==> src/rtl/tdm_chain_pkg.sv <==
package tdm_chain_pkg;
  localparam int unsigned WORD_W_DEF = 24;
  localparam int unsigned SLOT_W_DEF = 32;

  typedef enum logic {
    ST_IDLE = 1'b0,
    ST_SLOT = 1'b1
  } slot_state_e;
endpackage

==> src/rtl/tdm_ws_edge.sv <==
module tdm_ws_edge (
  input  logic clk_i,
  input  logic rst_ni,
  input  logic ws_i,
  output logic start_o
);
  logic ws_q;

  always_ff @(posedge clk_i or negedge rst_ni) begin
    if (!rst_ni) ws_q <= 1'b0;
    else         ws_q <= ws_i;
  end

  assign start_o = ws_i & ~ws_q;

  // a held-high word select never yields two starts in a row
  p_single_start_r2: assert property (@(posedge clk_i) disable iff (!rst_ni)
    start_o |=> !start_o);
endmodule

==> src/rtl/tdm_slot_timer.sv <==
module tdm_slot_timer
  import tdm_chain_pkg::*;
#(
  parameter int unsigned WORD_W = WORD_W_DEF,
  parameter int unsigned SLOT_W = SLOT_W_DEF
) (
  input  logic clk_i,
  input  logic rst_ni,
  input  logic start_i,
  output logic load_o,
  output logic shift_o,
  output logic oe_o,
  output logic relay_o
);
  localparam int unsigned CNT_W = $clog2(SLOT_W);
  localparam logic [CNT_W-1:0] LSB_CNT   = CNT_W'(WORD_W - 1);
  localparam logic [CNT_W-1:0] RELAY_CNT = CNT_W'(SLOT_W - 2);
  localparam logic [CNT_W-1:0] LAST_CNT  = CNT_W'(SLOT_W - 1);

  slot_state_e      state_q;
  logic [CNT_W-1:0] cnt_q;
  logic             in_slot;

  assign in_slot = (state_q == ST_SLOT);
  assign load_o  = start_i;
  assign shift_o = in_slot && !start_i && (cnt_q < LSB_CNT);

  always_ff @(posedge clk_i or negedge rst_ni) begin
    if (!rst_ni) begin
      state_q <= ST_IDLE;
      cnt_q   <= '0;
    end else if (start_i) begin
      state_q <= ST_SLOT;
      cnt_q   <= '0;
    end else if (in_slot) begin
      cnt_q <= cnt_q + 1'b1;
      if (cnt_q == LAST_CNT) state_q <= ST_IDLE;
    end
  end

  always_ff @(posedge clk_i or negedge rst_ni) begin
    if (!rst_ni)                           oe_o <= 1'b0;
    else if (start_i)                      oe_o <= 1'b1;
    else if (in_slot && cnt_q == LSB_CNT)  oe_o <= 1'b0;
  end

  // restart cancels the pending relay pulse
  always_ff @(posedge clk_i or negedge rst_ni) begin
    if (!rst_ni)      relay_o <= 1'b0;
    else if (start_i) relay_o <= 1'b0;
    else              relay_o <= in_slot && (cnt_q == RELAY_CNT);
  end

  p_start_drive_r4: assert property (@(posedge clk_i) disable iff (!rst_ni)
    start_i |=> (oe_o && in_slot && cnt_q == '0));
  p_release_lsb_r5: assert property (@(posedge clk_i) disable iff (!rst_ni)
    (in_slot && !start_i && cnt_q == LSB_CNT) |=> !oe_o);
  p_tail_quiet_r5: assert property (@(posedge clk_i) disable iff (!rst_ni)
    (in_slot && cnt_q > LSB_CNT) |-> !oe_o);
  p_relay_pos_r6: assert property (@(posedge clk_i) disable iff (!rst_ni)
    relay_o |-> (in_slot && cnt_q == LAST_CNT));
  p_relay_pulse_r6: assert property (@(posedge clk_i) disable iff (!rst_ni)
    relay_o |=> !relay_o);
endmodule

==> src/rtl/tdm_shifter.sv <==
module tdm_shifter #(
  parameter int unsigned WORD_W = 24
) (
  input  logic              clk_i,
  input  logic              rst_ni,
  input  logic              load_i,
  input  logic              shift_i,
  input  logic [WORD_W-1:0] data_i,
  output logic              bit_o
);
  logic [WORD_W-1:0] sr_q;

  always_ff @(posedge clk_i or negedge rst_ni) begin
    if (!rst_ni)      sr_q <= '0;
    else if (load_i)  sr_q <= data_i;
    else if (shift_i) sr_q <= {sr_q[WORD_W-2:0], 1'b0};
  end

  assign bit_o = sr_q[WORD_W-1];

  p_capture_r3: assert property (@(posedge clk_i) disable iff (!rst_ni)
    load_i |=> (sr_q == $past(data_i)));
  p_hold_r3: assert property (@(posedge clk_i) disable iff (!rst_ni)
    (!load_i && !shift_i) |=> $stable(sr_q));
endmodule

==> src/rtl/tdm_chain_tx.sv <==
module tdm_chain_tx
  import tdm_chain_pkg::*;
#(
  parameter int unsigned WORD_W = WORD_W_DEF,
  parameter int unsigned SLOT_W = SLOT_W_DEF
) (
  input  logic              clk_i,
  input  logic              rst_ni,
  input  logic              ws_i,
  input  logic [WORD_W-1:0] sample_i,
  output logic              sd_o,
  output logic              sd_oe_o,
  output logic              ws_o
);
  logic start, load, shift, oe, relay, tx_bit;

  tdm_ws_edge u_edge (
    .clk_i   (clk_i),
    .rst_ni  (rst_ni),
    .ws_i    (ws_i),
    .start_o (start)
  );

  tdm_slot_timer #(
    .WORD_W (WORD_W),
    .SLOT_W (SLOT_W)
  ) u_timer (
    .clk_i   (clk_i),
    .rst_ni  (rst_ni),
    .start_i (start),
    .load_o  (load),
    .shift_o (shift),
    .oe_o    (oe),
    .relay_o (relay)
  );

  tdm_shifter #(
    .WORD_W (WORD_W)
  ) u_shift (
    .clk_i   (clk_i),
    .rst_ni  (rst_ni),
    .load_i  (load),
    .shift_i (shift),
    .data_i  (sample_i),
    .bit_o   (tx_bit)
  );

  // released line reads as 0 for the external pull-down
  assign sd_o    = oe & tx_bit;
  assign sd_oe_o = oe;
  assign ws_o    = relay;

  p_relay_in_tail_r6: assert property (@(posedge clk_i) disable iff (!rst_ni)
    ws_o |-> !sd_oe_o);
  p_first_bit_r8: assert property (@(posedge clk_i) disable iff (!rst_ni)
    start |=> (sd_oe_o && sd_o == $past(sample_i[WORD_W-1])));
endmodule

==> config.mk <==
export PLATFORM = sky130hd
export DESIGN_NAME = tdm_chain_tx
export DESIGN_NICKNAME = d
export VERILOG_FILES = /design/src/rtl/tdm_chain_pkg.sv /design/src/rtl/tdm_ws_edge.sv /design/src/rtl/tdm_slot_timer.sv /design/src/rtl/tdm_shifter.sv /design/src/rtl/tdm_chain_tx.sv
export SDC_FILE = /design/constraint.sdc
export NUM_CORES = 1
export LEC_CHECK = 0
export CAP_MARGIN = 40
export CORE_ASPECT_RATIO = 0.9
export CORE_UTILIZATION = 41
export DETAILED_ROUTE_END_ITERATION = 8
export PLACE_DENSITY_LB_ADDON = 0.12
export SYNTH_ARGS = -nofsm -noshare
export SYNTH_HDL_FRONTEND = slang
export SYNTH_SLANG_ARGS = --single-unit
==> constraint.sdc <==
create_clock -name clk_i -period 3.6 [get_ports clk_i]
set_input_delay 0.36 -clock clk_i [delete_from_list [all_inputs] [get_ports clk_i]]
set_output_delay 0.36 -clock clk_i [all_outputs]
set_load 0.01 [all_outputs]
==> results.py, run 1 <==
metrics = {
    "routing": {
        "ant_nets": 0,
        "post_drt_via_cell_ratio": 5.44,
        "drt-total-wl_um": 3470,
        "via_count": 1354,
        "drc": 0,
        "drtIter0Drc": 82,
        "wl_per_cell_um": 13.9,
        "dr.pass1.iters": 5,
    },
    "yosys": {
        "yosysSeqAreaShare_pct": 52.1,
        "yosys-top-cells-area": "dfrtp_1, a31oi_1, o21ai_0",
        "syn_area_mm2": 0.00158,
        "yosys.cell_count.top_type": "dfrtp_1",
        "yosys_warnings": 0,
        "synthArstFlopShare_pct": 100,
        "synth_cell_types": 25,
        "netlist_top_cells_count": "dfrtp_1, nor2_1, o21ai_0",
        "synth_top_area_share_pct": 52.1,
        "yosysTopAreaCell": "dfrtp_1",
        "synthFlopType": "dfrtp_1",
        "ys_ff_latch": 33,
        "synth_enable_flop_cells": 0,
        "avgSynthCellArea_um2": 9.00,
        "synth_cells": 176,
        "synth_nets": 206,
    },
    "setup_path": {
        "rrSetupSlack_ns": 1.95,
        "max_stage_delay_ns": 0.48,
        "ff2ff_path_depth": 4,
        "worstPathRequired_ns": 3.76,
        "worstPathArrival_ns": 1.82,
        "path_cells": "nand4_1 -> buf_6 -> a31oi_1 -> a21oi_1",
        "path_max_fanout": 12,
        "crit_type": "reg -> reg",
        "critPathCaptureType": "flop",
        "cp_slowest_cell": "nand4_1",
        "startpoint_type": "flop",
        "reg2reg_from": "u_timer.cnt_q[4]",
        "crit_family": "simple AND/OR/NAND/NOR gates",
        "cp_num_buf_inv": 1,
        "timing.rr.end": "u_shift.sr_q[5]",
        "path_depth": 4,
    },
    "layout": {
        "utilization_pct": 53.9,
        "drive_gt1_share_pct": 7.39,
        "seq_area_um2": 826,
        "fillers": 350,
        "fin_cells": 249,
        "areaGrowthSynthToFinish_pct": 26.1,
        "nets": 232,
        "multi_input_area_um2": 686,
        "diodes": 0,
    },
    "cts": {
        "clk_pin_slew_worst_paths_ns": 0.07,
        "clock-sinks": 33,
        "clock_path_buffers": 2,
        "cts_tree": "built",
        "cts_resized": 0,
        "h-tree-depth": 2,
        "numCtsBuffers": 5,
        "root_buffer": "clkbuf_8",
        "hold_buffers": 0,
        "cts_setup_buffers": 0,
        "clk_latency_ns": 0.28,
    },
    "floorplanning": {
        "initial_core_util_pct": 42.8,
        "die-area_mm2": 0.00412,
        "die_w_um": 67.5,
        "die_height_um": 61.0,
        "core-area_mm2": 0.00370,
        "num_rows": 21,
        "io_pins": 30,
    },
    "placed_design": {
        "hpwl_um": 2170,
        "dp_cells": 241,
        "place_congestion": 0.749,
        "place_ws_ns": 1.89,
        "numPortBuffers": 29,
    },
    "global_routing": {
        "grt_pass1_wl_um": 5710,
        "grt_pass1_vias": 1256,
        "gr-usage-all-layers_pct": 19.0,
        "grt_max_degree": 34,
        "antenna_found_initial": 0,
        "grt_overflow_total": 0,
    },
    "timing": {
        "maxSlewHeadroom_pct": 54.0,
        "finalSetupViolations": 0,
        "worst_slew_pin_slew_ns": 0.689,
        "rsz0062_at_grt": "no",
        "final-hold-violation-count": 0,
        "finalMaxSlewViolations": 0,
        "fin_tns_setup_ns": 0,
        "fin_crit_ns": 1.65,
        "setup_ws_ns": 1.95,
        "fin_crit_sh_pct": 46.0,
        "clock_skew_ns": 0.00452,
        "max_freq_ghz": 0.604,
    },
    "outcome": {
        "status": "finished, final reports clean",
    },
    "run": {
        "maxCapViolCount": 0,
    },
    "min_path": {
        "hold_class": "in -> async",
    },
    "power_and_ir_drop": {
        "leakagePower_uw": 0.000810,
        "p_per_area_mw_per_mm2": 453,
        "ir_drop_uv": 225,
    },
}
routing by layer:
metal | vias to the layer above | share of wire [%] | GRT usage (%) | routed length [um]
met5 | - | 0 | 0 | 0
met4 | 0 | 1.2 | 9.12 | 40
met1 | 628 | 47 | 24.8 | 1620
met2 | 44 | 46 | 29.8 | 1590
met3 | 5 | 6.3 | 4.51 | 220
li1 | 677 | - | - | -
stage by stage:
stage	power (uW)	hold WS [ns]	cell area, um^2
floorplan	574	0.0644	1580
global placement	637	0.506	1880
detailed placement	649	0.532	1920
CTS	917	0.500	2000
global route	963	0.539	2000
finish	905	0.483	2000
worst max-delay path by stage:
stage / to / from / slack [ns]
final: u_shift.sr_q[5] / u_timer.cnt_q[4] / 1.95
after global routing: u_shift.sr_q[6] / u_timer.cnt_q[4] / 1.76
after CTS: u_shift.sr_q[23] / u_timer.cnt_q[4] / 1.93
after detailed placement: u_shift.sr_q[14] / ws_i / 1.89
after global placement: u_shift.sr_q[12] / u_timer.cnt_q[4] / 1.71
after floorplan: u_timer.cnt_q[4] / u_timer.cnt_q[0] / 2.24
power by group:
part           total, uW  switching [uW]  internal, uW
clock network        262             128           134
logic                157            70.9          86.5
registers            485            53.5           432
state kept, by name, summed over array words and instances (netlist names):
name	count
u_shift.sr_q	24
u_timer.cnt_q	5
u_timer.oe_o	1
u_timer.relay_o	1
u_edge.ws_q	1
u_timer.in_slot	1
worst reg2reg max path: stages, from the launching register on:
cell	delay, ns
dfrtp_1	0.47
nand4_1	0.48
buf_6	0.33
a31oi_1	0.18
a21oi_1	0.08
logic make-up (layout without fill, tap and decap cells):
kind of cell | count (synthesis) | in the layout | synth area share, %
xor gates and xnor gates | 3 | 3 | 1.66
buffers and inverters | 17 | 44 | 4.74
and+or+nand+nor | 43 | 43 | 11.9
adders and majority gates | 3 | 3 | 2.37
muxes | 1 | 1 | 0.632
DFF | 33 | 33 | 52.1
AOI/OAI and AO/OA | 76 | 76 | 26.5
final cells by class:
cell class	count	area share [%]
Sequential cell	33	41.3
Clock inverter	2	0.501
Inverter	2	0.376
Clock buffer	6	3.63
Tap cell	46	2.88
Timing Repair Buffer	34	17.0
Multi-Input combinational cell	126	34.3
placed cells by master (no fill, tap or decap):
master            n
nor2_1           28
xnor2_1           1
o21ai_0          27
a31oi_1          23
and2_1            1
a21bo_2           1
nand2_1           4
nand4_1           2
nand3_1           1
mux2i_1           1
ha_1              3
clkinv_2          2
nor2b_2           1
clkbuf_8          5
dfrtp_1          33
clkbuf_1          1
a21oi_1          24
and3_1            1
and4_1            1
clkdlybuf4s50_1  29
nand2b_1          2
buf_4             2
nor2b_1           1
inv_1             2
nor3_1            1
buf_6             3
a21boi_2          1
xor2_1            2
Power figures use the tool's default switching activity.
==> run 2, diff against run 1 <==
clock period = 1.6 ns   (was 3.6 ns; I/O delays follow)
==> results.py, run 2 (synthesis gave the netlist of run 1 again) <==
metrics = {
    "setup_path": {
        "path_max_fanout": 3,
        "crit_start": "u_timer.oe_o",
        "startpoint_type": "flop",
        "ff2ff_path_depth": 5,
        "worstPathArrival_ns": 1.30,
        "worstPathRequired_ns": 1.44,
        "timing.rr.end": "u_timer.cnt_q[4]",
        "rrSetupSlack_ns": 0.15,
        "endpoint": "sd_o",
        "crit_type": "reg -> out",
        "reg2reg_from": "u_timer.cnt_q[0]",
        "critPathCaptureType": "output pin",
    },
    "power_and_ir_drop": {
        "power.switching_uw": 570,
        "ir_drop_uv": 581,
        "leakagePower_uw": 0.000826,
        "p_per_area_mw_per_mm2": 1020,
        "swShare_pct": 27.6,
        "pwr-share-clk_pct": 28.7,
        "p_int_uw": 1500,
        "p_comb_share_pct": 19.6,
        "seqPwrFrac_pct": 51.7,
    },
    "layout": {
        "reg.largest.list": "u_shift.sr_q (24), u_timer.cnt_q (5)",
        "fin_cells": 251,
        "largest-register": "u_shift.sr_q",
        "final_common_cell": "dfrtp_1",
        "largest_reg_flops": 24,
        "nets": 234,
        "drive_gt1_share_pct": 7.80,
        "areaGrowthSynthToFinish_pct": 28.7,
        "mostFrequentLayoutCells": "dfrtp_1, clkdlybuf4s50_1, nor2_1",
        "diodes": 0,
    },
    "routing": {
        "drc": 0,
        "via_count": 1390,
        "post_drt_via_cell_ratio": 5.54,
        "wl_per_cell_um": 14.4,
        "drt-total-wl_um": 3620,
        "ant_nets": 0,
        "drtIter0Drc": 110,
        "dr.pass1.iters": 4,
    },
    "global_routing": {
        "gr-usage-all-layers_pct": 19.8,
        "grt_pass1_vias": 1283,
        "grt_max_degree": 34,
        "grt_overflow_total": 0,
        "grt_pass1_wl_um": 5930,
        "antenna_found_initial": 0,
    },
    "floorplanning": {
        "die_height_um": 61.0,
        "core-area_mm2": 0.00370,
        "initial_core_util_pct": 42.8,
        "num_rows": 21,
        "die_w_um": 67.5,
        "io_pins": 30,
        "die-area_mm2": 0.00412,
    },
    "timing": {
        "finalSetupViolations": 0,
        "final-hold-violation-count": 0,
        "finalMaxSlewViolations": 0,
        "fin_tns_setup_ns": 0,
        "clock_skew_ns": 0.00701,
        "rsz0062_at_grt": "no",
        "fin_crit_sh_pct": 91.3,
        "maxSlewHeadroom_pct": 71.6,
        "worst_slew_pin_slew_ns": 0.427,
        "max_freq_ghz": 0.685,
        "fin_crit_ns": 1.46,
    },
    "cts": {
        "cts_setup_buffers": 0,
        "h-tree-depth": 2,
        "clk_pin_slew_worst_paths_ns": 0.06,
        "clock-sinks": 33,
        "clk_latency_ns": 0.28,
        "numCtsBuffers": 5,
        "clock_path_buffers": 2,
        "cts_tree": "built",
        "root_buffer": "clkbuf_8",
    },
    "placed_design": {
        "numPortBuffers": 29,
        "place_congestion": 0.734,
        "hpwl_um": 2160,
        "dp_cells": 243,
    },
    "run": {
        "maxCapViolCount": 0,
    },
    "outcome": {
        "status": "finished, final reports clean",
    },
    "min_path": {
        "hold_class": "in -> async",
    },
}
-- run 2: cell types whose count changed in the layout (fill, tap and decap cells not counted) --
cell / delta
buf_4: +2
clkinv_2: -2
clkbuf_1: +2
and4_2: +1
and4_1: -1
buf_12: +3
buf_6: -3
-- run 2: worst min-delay path by stage --
stage                       endpoint  slack (ns)  cells past startpoint
global route        u_timer.cnt_q[4]        0.35                      2
global placement        u_timer.oe_o        0.51                      2
finish               u_timer.relay_o        0.28                      2
detailed placement   u_shift.sr_q[3]        0.53                      2
CTS                  u_timer.relay_o        0.29                      2
floorplan                u_edge.ws_q       -0.14                      0
-- run 2: timing repair --
action	in CTS	in global routing
hold buffers	0	0
endpoints found under the setup margin	0	24
gates resized for setup	0	1
-- run 2: final cells by class --
cell class	instances	area, um^2
Inverter	2	7.51
Fill cell	343	1670
Tap cell	46	57.6
Multi-Input combinational cell	126	687
Timing Repair Buffer	36	380
Sequential cell	33	826
Clock buffer	8	80.1
-- run 2: routing by layer --
metal | global-route usage (%) | share of wire [%] | vias to the layer above
li1 | - | - | 683
met4 | 9.12 | 1.8 | 0
met2 | 31.5 | 45 | 43
met5 | 0 | 0 | -
met3 | 4.51 | 6.2 | 7
met1 | 25.6 | 47 | 657
-- run 2: power groups by stage --
stage / clock network, uW / registers (uW) / logic [uW]
after floorplan: 0 / 1070 / 223
after global placement: 0 / 1080 / 393
after detailed placement: 0 / 1080 / 403
after CTS: 615 / 1070 / 407
after global routing: 657 / 1090 / 460
final: 594 / 1070 / 405
-- run 2: worst max-delay path: stages, from the launching register on --
cell,delay (ns)
dfrtp_1,0.37
and2_1,0.13
clkdlybuf4s50_1,0.52
-- run 2: per-stage QoR --
| step | area (um^2) | util (%) | worst slack [ns] | hold slack [ns] | power (uW) |
|---|---|---|---|---|---|
| final | 2040 | 55.0 | 0.140 | 0.275 | 2070 |
| after global routing | 2040 | 55.0 | 0.0575 | 0.345 | 2210 |
| after CTS | 2040 | 55.0 | 0.00287 | 0.291 | 2090 |
| after detailed placement | 1960 | 52.8 | 0.0161 | 0.532 | 1490 |
| after global placement | 1960 | 52.8 | 0.114 | 0.512 | 1470 |
| after floorplan | 1580 | - | 0.237 | -0.136 | 1290 |
==> run 3, diff against run 2 <==
CELL_PAD_IN_SITES_DETAIL_PLACEMENT = 0   (was not set)
CELL_PAD_IN_SITES_GLOBAL_PLACEMENT = 1   (was not set)
CORE_UTILIZATION = 38   (was 41)
PLACE_DENSITY = 0.83   (was not set)
PLACE_DENSITY_LB_ADDON = not set   (was 0.12)
==> results.py, run 3 (synthesis gave the netlist of run 1 again) <==
metrics = {
    "setup_path": {
        "worstPathArrival_ns": 1.66,
        "worstPathRequired_ns": 1.77,
        "crit_family": "adder cells",
        "cp_slowest_cell": "dfrtp_1",
        "cpMostUsedCell": "ha_1",
        "critPathCaptureType": "flop",
        "path_depth": 5,
        "ff2ff_path_depth": 5,
        "crit_type": "reg -> reg",
        "path_cells": "ha_1 -> and3_1 -> ha_1 -> mux2i_1 -> nor2_1",
        "cp_num_buf_inv": 0,
        "max_stage_delay_ns": 0.45,
        "path_max_fanout": 6,
        "startpoint_type": "flop",
    },
    "layout": {
        "nets": 235,
        "mostFrequentLayoutCells": "dfrtp_1, clkdlybuf4s50_1, nor2_1",
        "areaGrowthSynthToFinish_pct": 28.8,
        "final_common_cell": "dfrtp_1",
        "drive_gt1_share_pct": 8.78,
        "diodes": 0,
        "largest_reg_flops": 24,
        "largest-register": "u_shift.sr_q",
        "reg.largest.list": "u_shift.sr_q (24), u_timer.cnt_q (5)",
    },
    "timing": {
        "fin_crit_sh_pct": 93.1,
        "clock_skew_ns": 0.00779,
        "finalMaxSlewViolations": 0,
        "rsz0062_at_grt": "no",
        "max_freq_ghz": 0.671,
        "maxSlewHeadroom_pct": 72.1,
        "worst_slew_pin_slew_ns": 0.418,
        "fin_tns_setup_ns": 0,
        "final-hold-violation-count": 0,
        "finalSetupViolations": 0,
        "fin_crit_ns": 1.49,
    },
    "floorplanning": {
        "io_pins": 30,
        "num_rows": 21,
        "core-area_mm2": 0.00386,
        "initial_core_util_pct": 41.0,
        "die_w_um": 70.1,
        "die-area_mm2": 0.00443,
        "die_height_um": 63.3,
    },
    "power_and_ir_drop": {
        "p_total_uw": 2100,
        "leakagePower_uw": 0.000830,
        "p_per_area_mw_per_mm2": 1030,
        "ir_drop_uv": 508,
    },
    "routing": {
        "ant_nets": 0,
        "drt-total-wl_um": 3660,
        "post_drt_via_cell_ratio": 5.53,
        "drtIter0Drc": 119,
        "wl_per_cell_um": 14.6,
        "drc": 0,
        "via_count": 1387,
        "dr.pass1.iters": 4,
    },
    "placed_design": {
        "hpwl_um": 2300,
        "place_congestion": 0.780,
        "numPortBuffers": 29,
    },
    "cts": {
        "numCtsBuffers": 5,
        "root_buffer": "clkbuf_8",
        "clock-sinks": 33,
        "cts_tree": "built",
        "clk_pin_slew_worst_paths_ns": 0.07,
        "clock_path_buffers": 2,
        "h-tree-depth": 2,
        "clk_latency_ns": 0.28,
    },
    "global_routing": {
        "grt_overflow_total": 0,
        "grt_pass1_vias": 1354,
        "grt_pass1_wl_um": 6190,
        "gr-usage-all-layers_pct": 17.5,
        "antenna_found_initial": 0,
        "grt_max_degree": 34,
    },
    "outcome": {
        "status": "finished, final reports clean",
    },
    "run": {
        "maxCapViolCount": 0,
    },
    "min_path": {
        "hold_class": "in -> async",
    },
}
[run 3: cell count changes in the layout (fill, tap and decap cells not counted)]
cell	change
buf_12	-1
clkbuf_8	+1
buf_4	+2
clkbuf_1	-2
[run 3: timing repair]
| action | in CTS | in global routing |
|---|---|---|
| hold buffers | 0 | 0 |
| resized for setup | 1 | 0 |
| buffers inserted | 0 | 0 |
| setup endpoints to repair | 1 | 0 |
[run 3: cell type report]
class	instances	area (um^2)
tap	46	57.6
sequential	33	826
clock buffer	7	86.3
inverter	2	7.51
multi-input combinational	126	687
timing repair buffer	37	375
fill	347	1820
[run 3: power breakdown]
part	total (uW)	internal [uW]	switching (uW)	leakage, uW
Combinational	404	219	185	0.000407
Clock	624	341	283	0.0000443
Sequential	1070	971	99.4	0.000378
Total	2100	1530	567	0.000830
[run 3: metrics by stage]
stage                     setup slack (ns)  util (%)  std cells  hold slack [ns]  cell area [um^2]
final                                0.110      52.8        251            0.273              2040
after global routing                0.0169      52.8        251            0.321              2040
after CTS                           0.0954      52.8        251            0.288              2040
after detailed placement            0.0174      50.5        244            0.528              1950
after global placement               0.124      50.5        244            0.514              1950
after floorplan                      0.237         -        176           -0.136              1580
[run 3: metal layers]
metal  wire, um  GRT usage (%)
met5          0              0
met2       1680           26.8
met4         36           7.00
met3        209           4.32
met1       1730           23.8
[run 3: path summary, 6_finish.rpt]
kind | from | to | slack (ns)
max in group asynchronous | rst_ni | u_shift.sr_q[21] | 1.02
min | rst_ni | u_timer.cnt_q[3] | 0.27
max | u_timer.cnt_q[0] | u_timer.cnt_q[4] | 0.11
min in group clk_i | ws_i | u_edge.ws_q | 0.38
max reg2reg | u_timer.cnt_q[0] | u_timer.cnt_q[4] | 0.11
min reg2reg | u_timer.oe_o | u_timer.oe_o | 0.53
[run 3: worst reg2reg max path, stage by stage, from the launching register on]
cell	delay, ns
dfrtp_1	0.45
ha_1	0.27
and3_1	0.19
ha_1	0.27
mux2i_1	0.15
nor2_1	0.06
